## config.mk

```make
export PLATFORM = sky130hd
export DESIGN_NAME = bdp_top
export DESIGN_NICKNAME = d
export VERILOG_FILES = /design/src/rtl/bdp_pkg.sv /design/src/rtl/bdp_static.sv /design/src/rtl/bdp_hist1.sv /design/src/rtl/bdp_hist2.sv /design/src/rtl/bdp_top.sv
export SDC_FILE = /design/constraint.sdc
export NUM_CORES = 1
export LEC_CHECK = 0
export ABC_AREA = 1
export BUFFER_PORTS_ARGS = -buffer_cell sky130_fd_sc_hd__buf_2
export CAP_MARGIN = 40
export CORE_ASPECT_RATIO = 1.2
export CORE_MARGIN = 2
export CORE_UTILIZATION = 54
export DETAILED_ROUTE_END_ITERATION = 7
export PLACE_DENSITY = 0.81
export RECOVER_POWER = 100
export SYNTH_ARGS = -nofsm -noshare
export SYNTH_HDL_FRONTEND = slang
export SYNTH_HIERARCHICAL = 1
export SYNTH_SLANG_ARGS = --single-unit
export TNS_END_PERCENT = 50
```

## constraint.sdc

```tcl
create_clock -name clk -period 3.1 [get_ports clk]
set_clock_uncertainty 0.05 [all_clocks]
set_input_delay 0.62 -clock clk [delete_from_list [all_inputs] [get_ports clk]]
set_output_delay 0.62 -clock clk [all_outputs]
set_load 0.005 [all_outputs]
```

## src/rtl/bdp_pkg.sv

```systemverilog
package bdp_pkg;

    typedef enum logic [1:0] {
        MODE_STATIC     = 2'b00,
        MODE_LAST       = 2'b01,
        MODE_SAT        = 2'b10,
        MODE_STATIC_ALT = 2'b11
    } mode_e;

    typedef enum logic [1:0] {
        CTR_SNT = 2'b00,
        CTR_WNT = 2'b01,
        CTR_WT  = 2'b10,
        CTR_ST  = 2'b11
    } ctr_e;

    // Saturating step of a two-bit direction counter.
    function automatic ctr_e ctr_step(input ctr_e cur, input logic taken);
        ctr_e nxt;
        nxt = cur;
        if (taken) begin
            if (cur != CTR_ST) nxt = ctr_e'(cur + 2'd1);
        end else begin
            if (cur != CTR_SNT) nxt = ctr_e'(cur - 2'd1);
        end
        return nxt;
    endfunction

endpackage

```

## src/rtl/bdp_static.sv

```systemverilog
module bdp_static (
    input  logic disp_neg_i,
    input  logic hint_i,
    input  logic hint_en_i,
    output logic taken_o
);
    always_comb begin
        if (hint_en_i) taken_o = hint_i;
        else           taken_o = disp_neg_i;
    end
endmodule

```

## src/rtl/bdp_hist1.sv

```systemverilog
module bdp_hist1 #(
    parameter int IDX_W = 4
) (
    input  logic             clk,
    input  logic             rst_n,
    input  logic [IDX_W-1:0] rd_idx_i,
    input  logic             wr_en_i,
    input  logic [IDX_W-1:0] wr_idx_i,
    input  logic             wr_taken_i,
    output logic             rd_taken_o
);
    localparam int ENTRIES = 1 << IDX_W;

    typedef struct packed {
        logic [ENTRIES-1:0] last;
    } h1_state_t;

    h1_state_t st_d, st_q;

    always_comb begin
        st_d = st_q;
        if (wr_en_i) st_d.last[wr_idx_i] = wr_taken_i;
    end

    always_ff @(posedge clk) begin
        if (!rst_n) st_q <= '0;
        else        st_q <= st_d;
    end

    assign rd_taken_o = st_q.last[rd_idx_i];
endmodule

```

## src/rtl/bdp_hist2.sv

```systemverilog
module bdp_hist2
    import bdp_pkg::*;
#(
    parameter int IDX_W = 4
) (
    input  logic             clk,
    input  logic             rst_n,
    input  logic [IDX_W-1:0] rd_idx_i,
    input  logic             wr_en_i,
    input  logic [IDX_W-1:0] wr_idx_i,
    input  logic             wr_taken_i,
    output logic             rd_taken_o
);
    localparam int ENTRIES = 1 << IDX_W;

    typedef struct packed {
        logic [ENTRIES-1:0][1:0] ctr;
    } h2_state_t;

    h2_state_t st_d, st_q;
    h2_state_t st_rst;
    logic [1:0] rd_ctr;

    always_comb begin
        for (int e = 0; e < ENTRIES; e++) st_rst.ctr[e] = CTR_WNT;
    end

    always_comb begin
        st_d = st_q;
        if (wr_en_i)
            st_d.ctr[wr_idx_i] = ctr_step(ctr_e'(st_q.ctr[wr_idx_i]), wr_taken_i);
    end

    always_ff @(posedge clk) begin
        if (!rst_n) st_q <= st_rst;
        else        st_q <= st_d;
    end

    assign rd_ctr     = st_q.ctr[rd_idx_i];
    assign rd_taken_o = rd_ctr[1];
endmodule

```

## src/rtl/bdp_top.sv

```systemverilog
module bdp_top
    import bdp_pkg::*;
#(
    parameter int PC_W    = 32,
    parameter int IDX_W   = 4,
    parameter int IDX_LSB = 2
) (
    input  logic            clk,
    input  logic            rst_n,
    input  logic [1:0]      mode_i,
    input  logic            hint_en_i,
    input  logic            br_valid_i,
    input  logic [PC_W-1:0] fetch_pc_i,
    input  logic            disp_neg_i,
    input  logic            hint_i,
    input  logic            upd_valid_i,
    input  logic [PC_W-1:0] upd_pc_i,
    input  logic            upd_taken_i,
    output logic            pred_taken_o
);
    logic [IDX_W-1:0] rd_idx, wr_idx;
    logic             st_taken, h1_taken, h2_taken, pick;
    logic             unused_pc_bits;
    mode_e            mode;

    assign rd_idx = fetch_pc_i[IDX_LSB +: IDX_W];
    assign wr_idx = upd_pc_i[IDX_LSB +: IDX_W];
    assign unused_pc_bits = ^{fetch_pc_i, upd_pc_i};
    assign mode   = mode_e'(mode_i);

    bdp_static u_static (
        .disp_neg_i (disp_neg_i),
        .hint_i     (hint_i),
        .hint_en_i  (hint_en_i),
        .taken_o    (st_taken)
    );

    bdp_hist1 #(.IDX_W(IDX_W)) u_hist1 (
        .clk        (clk),
        .rst_n      (rst_n),
        .rd_idx_i   (rd_idx),
        .wr_en_i    (upd_valid_i),
        .wr_idx_i   (wr_idx),
        .wr_taken_i (upd_taken_i),
        .rd_taken_o (h1_taken)
    );

    bdp_hist2 #(.IDX_W(IDX_W)) u_hist2 (
        .clk        (clk),
        .rst_n      (rst_n),
        .rd_idx_i   (rd_idx),
        .wr_en_i    (upd_valid_i),
        .wr_idx_i   (wr_idx),
        .wr_taken_i (upd_taken_i),
        .rd_taken_o (h2_taken)
    );

    always_comb begin
        unique case (mode)
            MODE_LAST: pick = h1_taken;
            MODE_SAT:  pick = h2_taken;
            default:   pick = st_taken;
        endcase
    end

    assign pred_taken_o = br_valid_i & pick;
endmodule

```

==> flow_summary.yaml <==
synth:
  synth_top_area_frac: 0.3189
  dominantRegCellSynth: "dfxtp_1"
  synth_top_cell_by_area: "dfxtp_1"
  synth_area_mm2: 0.003013
  ys_warn_count: 6
  synth_nets: 577
  synth_cell_types: 30
  synth-edff-count: 0
  synth_seq_cells: 48
  postSynthAreaPerCell_um2: 6.014
  syn_inst: 501
  ys_seq_area_frac: 0.3189
  async_flop_share: 0
  yosys-top-cells-area: "dfxtp_1, nand2_1, inv_1"
power_and_ir_drop:
  clkPwrFrac: 0.353
  swShare: 0.2861
  p_sw_uw: 371.5
  power.density_mw_per_mm2: 409.1
  p_int_uw: 927.2
  leakagePower_uw: 0.001510
  peakVddDrop_mv: 0.2637
  combPwrFrac: 0.157
  seq_power_share: 0.490
detailed_routing:
  vias_per_cell: 5.466
  vias: 3143
  routedWlPerCell_um: 12.98
  drtIter0Drc: 159
  ant_nets: 0
  wirelength_um: 7463
  drtPass1Iterations: 5
  drc: 0
global_route:
  grt_max_degree: 26
  grt_pass1_wl_um: 12650
  antenna_found_initial: 0
  grt_pass1_vias: 2945
  overflow: 0
  grt_usage: 0.2567
placement:
  dpl.hpwl_um: 5154
  port-buffer-count: 18
  gp_congestion: 0.9582
  placed_area_mm2: 0.003102
setup_path:
  reg2reg_to: "u_hist2/st_q[26]"
  path_class: "primary input to primary output"
  rr_startpoint: "u_hist2/st_q[1]"
  crit_path_start_kind: "primary input"
  cp_max_fo: 25
  cp.required_ns: 2.43
  r2r_slack_ns: 1.13
  crit_arrival_ns: 2.07
  reg2reg_depth: 12
  critPathCaptureType: "primary output"
worst_hold_path:
  min_from: "u_hist2/st_q[30]"
  whs_endpoint: "u_hist2/st_q[30]"
  hp-class: "register to register"
  min_path_cells: 2
clocking:
  cts_resized: 0
  holdBufCountCts: 0
  clock_path_buffers: 2
  clkTransAtPathRegs_ns: 0.08
  cts_root_buffer: "clkbuf_8"
  h-tree-depth: 2
  worst_skew_pair.late_latency_ns: 0.31
  cts_buffers: 5
  cts.sinks: 48
  cts_setup_buffers: 0
  cts_tree: "done"
layout:
  diodes: 0
  synthToLayoutAreaGrowth_pct: 5.357
  fillCellCount: 543
  final_common_cell: "nand2_1"
  post-route-cell-area_mm2: 0.003174
  nets: 588
  drive_above_1_share: 0.1072
  final_cell_mix: "nand2_1, inv_1, nor2_1"
sta:
  finalMaxSlewViolations: 0
  final-setup-viol-count: 0
  worst_slew_pin_slew_ns: 0.8562
  hold_violations: 0
  period_share: 0.8850
  max_freq_ghz: 0.3645
  layout_min_cycle_time_ns: 2.744
  maxSlewHeadroom: 0.4278
  grt_setup_unrepaired: "false"
  totalNegativeSetupSlack_ns: 0
die:
  io-pin-count: 75
  coreArea_mm2: 0.005334
  die_area_mm2: 0.006195
  die_x_um: 72.19
  row_count: 29
  initial_core_util: 0.5649
  die_y_um: 85.83
run_status:
  status: "complete, no violations"
flow_run:
  max_cap_viol_count: 0
-- worst max path at each step --
| stage | start | endpoint | slack (ns) | depth (start not counted) |
|---|---|---|---|---|
| after floorplan | fetch_pc_i[2] | pred_taken_o | 0.93 | 9 |
| after global placement | fetch_pc_i[2] | pred_taken_o | 0.40 | 11 |
| after detailed placement | fetch_pc_i[2] | pred_taken_o | 0.40 | 11 |
| after CTS | fetch_pc_i[2] | pred_taken_o | 0.38 | 11 |
| after global routing | fetch_pc_i[2] | pred_taken_o | 0.1 | 10 |
| final | fetch_pc_i[2] | pred_taken_o | 0.36 | 11 |
-- metrics by stage --
stage | utilization | power (uW) | worst slack [ns] | hold slack (ns) | std cells
floorplan | - | 800.5 | 0.9278 | 0.3901 | 501
global placement | 0.5764 | 849.1 | 0.4048 | 0.3999 | 566
detailed placement | 0.5815 | 857.3 | 0.3974 | 0.4062 | 567
CTS | 0.6024 | 1313 | 0.3801 | 0.4298 | 575
global route | 0.5951 | 1357 | 0.09660 | 0.4463 | 575
finish | 0.5951 | 1299 | 0.3564 | 0.4253 | 575
-- logic make-up after synthesis --
family / count (synthesis) / synth area share
compound gates: 67 / 0.1142
simple gates: 286 / 0.4186
fa+ha+maj: 2 / 0.008304
buf+inv: 98 / 0.1399
flops: 48 / 0.3189
-- synthesized netlist by cell type (all sizes together) (2+ instances only) --
| cell type | count |
|---|---|
| nand2 | 167 |
| inv | 81 |
| nor2 | 65 |
| dfxtp | 48 |
| a21oi | 37 |
| nand3 | 37 |
| o21ai | 27 |
| nor3 | 13 |
| buf | 11 |
| clkbuf | 5 |
| ha | 2 |
| nand4 | 2 |
-- cell type report --
type	instances	area, um2	area share
tap	62	77.57	0.02444
clock inverter	3	42.54	0.01340
multi-input combinational	355	1593	0.5018
inverter	82	307.8	0.09696
timing repair buffer	20	123.9	0.03902
clock buffer	5	68.82	0.02168
sequential	48	960.9	0.3027
-- registers in the layout, summed over array words and instances (netlist names) --
register / cells
u_hist1/st_q: 16
u_hist2/st_q: 32
-- metal layers --
metal,track usage,share of wire,up-vias
met5,0,0,-
met4,0.1218,0.026,0
met3,0.04700,0.053,19
met2,0.4570,0.51,97
met1,0.2910,0.41,1462
li1,-,-,1565
-- power groups by stage --
stage / sequential (uW) / clock [uW] / combinational [uW]
6_report: 637 / 459 / 203
5_1_grt: 638 / 491 / 227
4_1_cts: 636 / 469 / 208
3_5_place_dp: 651 / 0 / 206
3_3_place_gp: 650 / 0 / 199
2_1_floorplan: 649 / 0 / 151
-- worst max-delay path, cell delays in order --
cell	delay, ns
buf_2	0.39
a21oi_1	0.12
o21ai_0	0.11
nand2_1	0.07
o221ai_1	0.24
o31ai_1	0.15
nand2_1	0.09
nand2_1	0.04
nor2_1	0.08
nor2_1	0.05
buf_2	0.12
(Power assumes the default switching activity.)
